**config.mk**
```make
export PLATFORM = sky130hd
export DESIGN_NAME = uart_rx_timeout
export DESIGN_NICKNAME = d
export VERILOG_FILES = /design/src/rtl/uto_pkg.sv /design/src/rtl/uto_limit_calc.sv /design/src/rtl/uto_cfg_watch.sv /design/src/rtl/uto_tick_counter.sv /design/src/rtl/uart_rx_timeout.sv
export SDC_FILE = /design/constraint.sdc
export NUM_CORES = 1
export LEC_CHECK = 0
export BUFFER_PORTS_ARGS = -buffer_cell sky130_fd_sc_hd__buf_2
export CORE_MARGIN = 5
export CORE_UTILIZATION = 58
export CTS_BUF_LIST = sky130_fd_sc_hd__clkbuf_8 sky130_fd_sc_hd__clkbuf_16
export DETAILED_ROUTE_END_ITERATION = 8
export PLACE_DENSITY = 0.8
export SYNTH_ARGS = -nofsm -noshare
export SYNTH_HDL_FRONTEND = slang
export SYNTH_SLANG_ARGS = --single-unit
```
**constraint.sdc**
```tcl
create_clock -name clk -period 2.4 [get_ports clk]
set_input_delay 0.12 -clock clk [delete_from_list [all_inputs] [get_ports clk]]
set_output_delay 0.12 -clock clk [all_outputs]
set_load 0.05 [all_outputs]
```
**src/rtl/uto_pkg.sv**
```systemverilog
package uto_pkg;

  // Sources that restart the idle count
  typedef struct packed {
    logic stop_seen;
    logic host_read;
    logic fifo_empty;
    logic mode_off;
    logic cfg_change;
  } uto_restart_t;

  // Terminal count in 16x ticks for one word length
  function automatic int ticks_for_wlen(int tpb, int mul, int extra, int wlen);
    return tpb * (mul * wlen + extra);
  endfunction

endpackage

```
**src/rtl/uto_limit_calc.sv**
```systemverilog
module uto_limit_calc #(
  parameter int SEL_W         = 2,
  parameter int MIN_WLEN      = 5,
  parameter int TICKS_PER_BIT = 16,
  parameter int WLEN_MUL      = 4,
  parameter int EXTRA_BITS    = 12,
  parameter int CNT_W         = 10
) (
  input  logic [SEL_W-1:0] wlen_sel,
  output logic [CNT_W-1:0] limit
);
  import uto_pkg::*;

  localparam int N_SEL = 2 ** SEL_W;

  logic [CNT_W-1:0] lut [N_SEL];

  for (genvar i = 0; i < N_SEL; i++) begin : g_lut
    assign lut[i] = CNT_W'(ticks_for_wlen(TICKS_PER_BIT, WLEN_MUL, EXTRA_BITS, MIN_WLEN + i));
  end

  assign limit = lut[wlen_sel];

endmodule

```
**src/rtl/uto_cfg_watch.sv**
```systemverilog
module uto_cfg_watch #(
  parameter int SEL_W = 2
) (
  input  logic             clk,
  input  logic             rst,
  input  logic [SEL_W-1:0] wlen_sel,
  input  logic             fifo_mode,
  output logic             cfg_change
);
  logic [SEL_W-1:0] sel_q;
  logic             mode_q;

  always_ff @(posedge clk) begin
    sel_q  <= wlen_sel;
    mode_q <= fifo_mode;
  end

  assign cfg_change = !rst && ((wlen_sel != sel_q) || (fifo_mode != mode_q));

endmodule

```
**src/rtl/uto_tick_counter.sv**
```systemverilog
module uto_tick_counter #(
  parameter int CNT_W = 10
) (
  input  logic             clk,
  input  logic             rst,
  input  logic             tick,
  input  logic             restart,
  input  logic [CNT_W-1:0] limit,
  output logic             flag
);
  logic [CNT_W-1:0] cnt;
  logic [CNT_W-1:0] cnt_nxt;

  assign cnt_nxt = cnt + CNT_W'(1);

  always_ff @(posedge clk) begin
    if (rst || restart) begin
      cnt  <= '0;
      flag <= 1'b0;
    end else if (tick && !flag) begin
      cnt <= cnt_nxt;
      if (cnt_nxt == limit) flag <= 1'b1;
    end
  end

endmodule

```
**src/rtl/uart_rx_timeout.sv**
```systemverilog
module uart_rx_timeout #(
  parameter int SEL_W         = 2,
  parameter int MIN_WLEN      = 5,
  parameter int TICKS_PER_BIT = 16,
  parameter int WLEN_MUL      = 4,
  parameter int EXTRA_BITS    = 12
) (
  input  logic             clk,
  input  logic             rst,
  input  logic             tick16,
  input  logic [SEL_W-1:0] wlen_sel,
  input  logic             fifo_mode,
  input  logic             rx_empty,
  input  logic             stop_mid,
  input  logic             host_rd,
  output logic             timeout_o
);
  import uto_pkg::*;

  localparam int MAX_LIMIT = ticks_for_wlen(TICKS_PER_BIT, WLEN_MUL, EXTRA_BITS,
                                            MIN_WLEN + (2 ** SEL_W) - 1);
  localparam int CNT_W     = $clog2(MAX_LIMIT + 1);

  logic             cfg_change;
  logic [CNT_W-1:0] limit;
  uto_restart_t     rs;
  logic             restart;

  uto_cfg_watch #(.SEL_W(SEL_W)) u_cfg (
    .clk        (clk),
    .rst        (rst),
    .wlen_sel   (wlen_sel),
    .fifo_mode  (fifo_mode),
    .cfg_change (cfg_change)
  );

  uto_limit_calc #(
    .SEL_W         (SEL_W),
    .MIN_WLEN      (MIN_WLEN),
    .TICKS_PER_BIT (TICKS_PER_BIT),
    .WLEN_MUL      (WLEN_MUL),
    .EXTRA_BITS    (EXTRA_BITS),
    .CNT_W         (CNT_W)
  ) u_lim (
    .wlen_sel (wlen_sel),
    .limit    (limit)
  );

  always_comb begin
    rs.stop_seen  = stop_mid;
    rs.host_read  = host_rd;
    rs.fifo_empty = rx_empty;
    rs.mode_off   = !fifo_mode;
    rs.cfg_change = cfg_change;
  end

  assign restart = |rs;

  uto_tick_counter #(.CNT_W(CNT_W)) u_cnt (
    .clk     (clk),
    .rst     (rst),
    .tick    (tick16),
    .restart (restart),
    .limit   (limit),
    .flag    (timeout_o)
  );

endmodule

```
==> results.py, run 1 <==
metrics = {
    "floorplan": {
        "die_x_microns": 47.04,
        "io_pins": 10,
        "core.rowCount": 13,
        "core_sq_um": 1301,
        "start_util_pct": 61.15,
        "die_area_sq_um": 2213,
        "die_y_microns": 47.04,
    },
    "power_and_ir_drop": {
        "p_per_area_nw_per_um2": 522.4,
        "power_mw": 0.4504,
        "p_leak_nw": 0.3341,
        "ir_drop_uv": 422.2,
    },
    "sta": {
        "slew_headroom_pct": 69.88,
        "min_period_ps": 1672,
        "finalWorstSetupSlack_ps": 728.4,
        "setup_violations": 0,
        "fin_setup_tns_ps": 0,
        "hold_slack_ps": 20.33,
        "fin_crit_sh_pct": 69.65,
        "rsz0062_at_grt": "false",
        "worst_pin_slew_ps": 450.5,
        "final_hold_viol_count": 0,
        "fmax_mhz": 598.2,
        "finalMaxSlewViolations": 0,
        "finClkSkew_ps": 5.554,
    },
    "routing": {
        "vias": 681,
        "drt_first_pass_iters": 7,
        "vias_per_cell": 5.821,
        "drt-total-wl_mm": 1.585,
        "post-route-drc-count": 0,
        "wl_per_cell_microns": 13.55,
        "drtAntennaViolNets": 0,
        "drtIter0Drc": 7,
    },
    "global_routing": {
        "antenna_found_initial": 0,
        "grt_max_degree": 12,
        "grt_usage_pct": 18.21,
        "grt_pass1_wl_mm": 2.808,
        "grt_pass1_vias": 637,
        "overflow": 0,
    },
    "synth": {
        "synth_warnings": 0,
        "synth_cell_types": 28,
        "synth.area.top_cells": "dfxtp_1 35%, xnor2_1 8.8%, xor2_1 7.7%",
        "yosys.area.top_type": "dfxtp_1",
        "syn_avg_cell_area_sq_um": 8.289,
        "syn_nets": 107,
        "synth_top_cell_area_share_pct": 35.22,
        "synthCells": 96,
        "syn_area_sq_um": 795.8,
        "ys_seq_elements": 14,
        "yosysSeqAreaShare_pct": 35.22,
    },
    "placement": {
        "gp_congestion": 0.8757,
        "dpl_worst_slack_ps": 733.3,
        "io_buffer_count": 9,
        "dp_hpwl_mm": 1.103,
        "dp_cells": 113,
    },
    "critical_path": {
        "crit_chain": "ha_1, xor2_1, or3_1, a21oi_1, nor4_1, nor4_1",
        "cpMostUsedCell": "nor4_1",
        "required_ps": 2550,
        "slowest_stage": "dfxtp_1",
        "slowest_delay_ps": 450,
        "cp-end-kind": "flop",
        "critical-path-top-delay-family": "simple AND/OR/NAND/NOR gates",
        "critical_path_buf_inv_count": 0,
        "worstSetupPathType": "flop to flop",
        "crit_fanout": 8,
        "worstSetupStartpointType": "flop",
        "arrival_ps": 1830,
    },
    "clocking": {
        "cts-htree-levels": 1,
        "clkLatencyLatePin_ps": 250,
        "ctsResizeCount": 0,
        "cts-root-buf": "clkbuf_8",
        "cts_buffers": 3,
        "cts_buffer_depth": 2,
        "clock_sinks": 14,
        "clk_pin_slew_worst_paths_ps": 60,
        "cts_tree": "built",
    },
    "job": {
        "max_cap_viol_count": 0,
    },
    "layout": {
        "layoutNonFillerInstCount": 117,
        "nets": 115,
        "syn_to_final_growth_pct": 8.333,
        "antenna-diode-count": 0,
        "layout-drive-gt1-share_pct": 12.75,
    },
    "worst_hold_path": {
        "min_path_type": "primary input to flop",
    },
    "outcome": {
        "status": "complete, no violations",
    },
}
[stage by stage]
stage,utilization [%],cell area [sq um]
floorplan,-,795.8
global placement,62.31,810.8
detailed placement,62.31,810.8
CTS,66.25,862.1
global route,66.25,862.1
finish,66.25,862.1
[worst register-to-register path: stages, from the launching register on]
cell	delay, ps
dfxtp_1	450
ha_1	290
xor2_1	80
or3_1	310
a21oi_1	150
nor4_1	60
nor4_1	250
[cells by family (layout without fill, tap and decap cells)]
group	count (synthesis)	count (layout)	share of synthesized area (%)
buf+inv	7	13	6.131
compound gates	12	12	10.69
flops	14	14	35.22
xor+xnor	15	15	16.51
fa+ha+maj	2	2	3.144
simple gates	46	46	28.30
[path summary, 6_finish.rpt]
check | from | to | slack [ps] | cells past startpoint
worst max-delay path | u_cnt.cnt[0]$_SDFFE_PP0P_ | u_cnt.flag$_SDFFE_PP0P_ | 730 | 6
worst min-delay path | wlen_sel[0] | u_cfg.sel_q[0]$_DFF_P_ | 20 | 1
worst max register to register | u_cnt.cnt[0]$_SDFFE_PP0P_ | u_cnt.flag$_SDFFE_PP0P_ | 730 | 6
worst min register to register | u_cnt.cnt[9]$_SDFFE_PP0P_ | u_cnt.cnt[9]$_SDFFE_PP0P_ | 550 | 2
[report_power, final]
part | switching [mW] | internal (mW) | leakage [nW]
Clock | 0.0803 | 0.111 | 0.0216
Sequential | 0.000967 | 0.235 | 0.114
Combinational | 0.0107 | 0.0121 | 0.199
Total | 0.0920 | 0.358 | 0.334
[cells in the final DEF (no fill, tap or decap)]
master / synthesis / layout
and4_1: 1 / 1
o211a_1: 1 / 1
clkbuf_8: 0 / 3
xnor2_1: 8 / 8
nand4_1: 5 / 5
xor2_1: 7 / 7
nor4_1: 3 / 3
dfxtp_1: 14 / 14
a211o_1: 1 / 1
nand2b_1: 2 / 2
ha_1: 2 / 2
a211oi_1: 1 / 1
a41o_2: 1 / 1
a31oi_1: 1 / 1
nor2b_1: 1 / 1
nand2_1: 6 / 6
a21o_1: 1 / 1
o41ai_1: 1 / 1
dlygate4sd3_1: 0 / 1
a21oi_1: 4 / 4
and3_1: 2 / 2
nand3_1: 8 / 8
nor3_1: 2 / 2
o21ai_0: 1 / 1
buf_2: 3 / 9
nor2_1: 15 / 15
or3_1: 1 / 1
[timing repair]
item | CTS | global route
buffers inserted | 0 | 0
endpoints found under the hold margin | 1 | 0
hold buffers | 1 | 0
[sequential cells by signal, indices dropped and copies added, names as in the netlist]
name	count
u_cfg.sel_q	2
u_cnt.flag	1
u_cnt.cnt	10
u_cfg.mode_q	1
[synth_stat cells (all sizes together)]
cell type and number:
a211o 1, a211oi 1, a21o 1, a21oi 4
a31oi 1, a41o 1, and3 2, and4 1
buf 6, clkbuf 1, dfxtp 14, ha 2
nand2 6, nand2b 2, nand3 8, nand4 5
nor2 15, nor2b 1, nor3 2, nor4 3
o211a 1, o21ai 1, o41ai 1, or3 1
xnor2 8, xor2 7
[area by class of cell]
type	count	area, sq um
Timing Repair Buffer	10	55.05
Fill cell	121	439.2
Sequential cell	14	280.3
Clock buffer	3	41.29
Tap cell	15	18.77
Multi-Input combinational cell	75	466.7
[metal layers]
metal | share of wire, % | GRT usage [%]
met5 | 0 | 0
met4 | 0.69 | 9.945
met3 | 4.0 | 3.448
met2 | 47 | 28.18
met1 | 49 | 23.73
Power figures use the tool's default switching activity.
==> run 2, diff against run 1 <==
- ABC_AREA: unset -> 1
- CORE_UTILIZATION: 58 -> 49
- PLACE_DENSITY: 0.8 -> 0.72
- clock period: 2.4 -> 1.4 ns (I/O delays scaled with it)
==> results.py, run 2 <==
metrics = {
    "floorplan": {
        "core.rowCount": 14,
        "io_pins": 10,
        "core_sq_um": 1524,
        "die_y_microns": 50.40,
        "die_x_microns": 50.40,
        "die_area_sq_um": 2540,
        "start_util_pct": 52.46,
    },
    "power_and_ir_drop": {
        "p_per_area_nw_per_um2": 777.7,
        "p_leak_nw": 0.4237,
        "ir_drop_uv": 815.9,
    },
    "layout": {
        "fin_util_pct": 66.01,
        "layout_commonest_cell": "nand2_1",
        "nets": 147,
        "reg_top3": "u_cnt.cnt (10), u_cfg.sel_q (2)",
        "antenna-diode-count": 0,
        "layout-drive-gt1-share_pct": 22.39,
        "n_fill_cell": 134,
        "layout_common_cells": "31 x nand2_1, 18 x nor2_1, 13 x inv_1",
        "largest_reg_flops": 10,
        "top_register": "u_cnt.cnt",
        "syn_to_final_growth_pct": 25.82,
    },
    "global_routing": {
        "grt_pass1_wl_mm": 2.939,
        "grt_usage_pct": 15.27,
        "grt_max_degree": 12,
        "antenna_found_initial": 0,
        "grt_pass1_vias": 690,
        "overflow": 0,
    },
    "routing": {
        "drtIter0Drc": 23,
        "m1WireLength_microns": 797,
        "vias_per_cell": 5.180,
        "vias": 777,
        "drtAntennaViolNets": 0,
        "met2WireLength_microns": 867,
        "met3_length_microns": 97,
        "drt_first_pass_iters": 4,
        "highest_layer": "met4",
        "post-route-drc-count": 0,
        "wl_per_cell_microns": 12.07,
        "drt-total-wl_mm": 1.811,
    },
    "synth": {
        "syn_nets": 126,
        "synthCells": 115,
        "synth_warnings": 0,
        "syn_area_sq_um": 799.5,
        "synth.area.top_cells": "dfxtp_1 35%, nand2_1 15%, nor2_1 8.5%",
        "synth_cell_types": 23,
        "async_flop_share_pct": 0,
        "syn_avg_cell_area_sq_um": 6.952,
        "ys_dominant_reg_cell": "dfxtp_1",
        "yosysSeqAreaShare_pct": 35.05,
        "ys_seq_elements": 14,
        "yosys.area.top_type": "dfxtp_1",
        "synth_enable_flop_cells": 0,
        "synth.most_common_cell": "nand2_1",
        "synth_top_cell_area_share_pct": 35.05,
        "yosys-top-cells-count": "31 x nand2_1, 18 x nor2_1, 14 x dfxtp_1",
    },
    "sta": {
        "finalWorstSetupSlack_ps": 52.47,
        "slew_headroom_pct": 72.73,
        "worst_pin_slew_ps": 408.1,
        "hold_slack_ps": 236.6,
        "rsz0062_at_grt": "true",
        "fin_setup_tns_ps": 0,
        "finalMaxSlewViolations": 0,
        "min_period_ps": 1348,
        "fin_crit_sh_pct": 96.25,
        "fmax_mhz": 742.1,
        "finClkSkew_ps": 2.741,
        "final_hold_viol_count": 0,
        "setup_violations": 0,
    },
    "placement": {
        "dp_hpwl_mm": 1.266,
        "dpl_worst_slack_ps": 8.909,
        "gp_congestion": 0.8209,
        "io_buffer_count": 9,
    },
    "clocking": {
        "cts_tree": "built",
        "cts-root-buf": "clkbuf_8",
        "clock_sinks": 14,
        "cts-htree-levels": 1,
        "clkLatencyLatePin_ps": 240,
        "cts_buffer_depth": 2,
        "cts_buffers": 3,
        "clk_pin_slew_worst_paths_ps": 50,
    },
    "critical_path": {
        "worstSetupStartpointType": "flop",
        "arrival_ps": 1520,
        "cp-end-kind": "flop",
        "worstSetupPathType": "flop to flop",
        "crit_fanout": 4,
        "required_ps": 1570,
    },
    "job": {
        "max_cap_viol_count": 0,
    },
    "worst_hold_path": {
        "min_path_type": "primary input to flop",
    },
    "outcome": {
        "status": "complete, no violations",
    },
}
run 2: stage by stage:
step,area [sq um],std cells,total power [mW]
after floorplan,803.3,115,0.4383
after global placement,905.9,143,0.4581
after detailed placement,905.9,143,0.4601
after CTS,984.7,150,0.7908
after global routing,1006,150,0.8122
final,1006,150,0.7823
run 2: power breakdown:
part	total (mW)	switching, mW	internal, mW
sequential	0.406	0.00244	0.404
combinational	0.0522	0.0255	0.0267
clock	0.324	0.134	0.190
total	0.782	0.162	0.620
run 2: worst max-delay path: stages (launching register included):
cell	delay [ps]
dfxtp_2	350
buf_4	150
nand2_1	90
nor2_4	110
nand3_1	80
nand2_1	100
nand3_1	80
nor2_1	90
nand3_1	100
a21oi_2	120
run 2: path summary, 6_finish.rpt:
kind	from	end	slack (ps)	cells past startpoint
hold / removal	wlen_sel[0]	u_cnt.flag$_SDFFE_PP0P_	240	6
hold reg to reg	u_cnt.cnt[9]$_SDFFE_PP0P_	u_cnt.cnt[9]$_SDFFE_PP0P_	480	2
setup / recovery	u_cnt.cnt[1]$_SDFFE_PP0P_	u_cnt.flag$_SDFFE_PP0P_	50	9
setup reg to reg	u_cnt.cnt[1]$_SDFFE_PP0P_	u_cnt.flag$_SDFFE_PP0P_	50	9
run 2: metal layers:
layer | track usage (%) | vias up
met5 | 0 | -
met1 | 18.28 | 339
met2 | 24.48 | 24
met3 | 6.509 | 8
met4 | 5.106 | 0
li1 | - | 406
run 2: kinds of logic after synthesis:
family | after synthesis | share of synthesized area [%]
buffers and inverters | 18 | 9.545
flip-flops | 14 | 35.05
XOR/XNOR | 3 | 5.008
AND/OR/NAND/NOR | 65 | 35.99
AO/OA/AOI/OAI | 13 | 11.27
adder cells (fa/ha/maj) | 2 | 3.129
run 2: layout make-up:
class                   count  area, sq um  share of cell area (%)
multi-input cells          83        460.4                   45.77
flip-flops and latches     14        284.0                   28.23
repair buffers             19        143.9                   14.30
inverters                  15        56.30                   5.597
clock buffers               3        41.29                   4.104
well taps                  16        20.02                   1.990
run 2: what timing repair did:
item | 4_1_cts | 5_1_grt
endpoints found under the hold margin | 3 | 0
hold buffers | 3 | 0
gates resized for setup | 0 | 5
setup buffers | 1 | 0
pin swaps | 1 | 0
setup endpoints to repair | 1 | 1
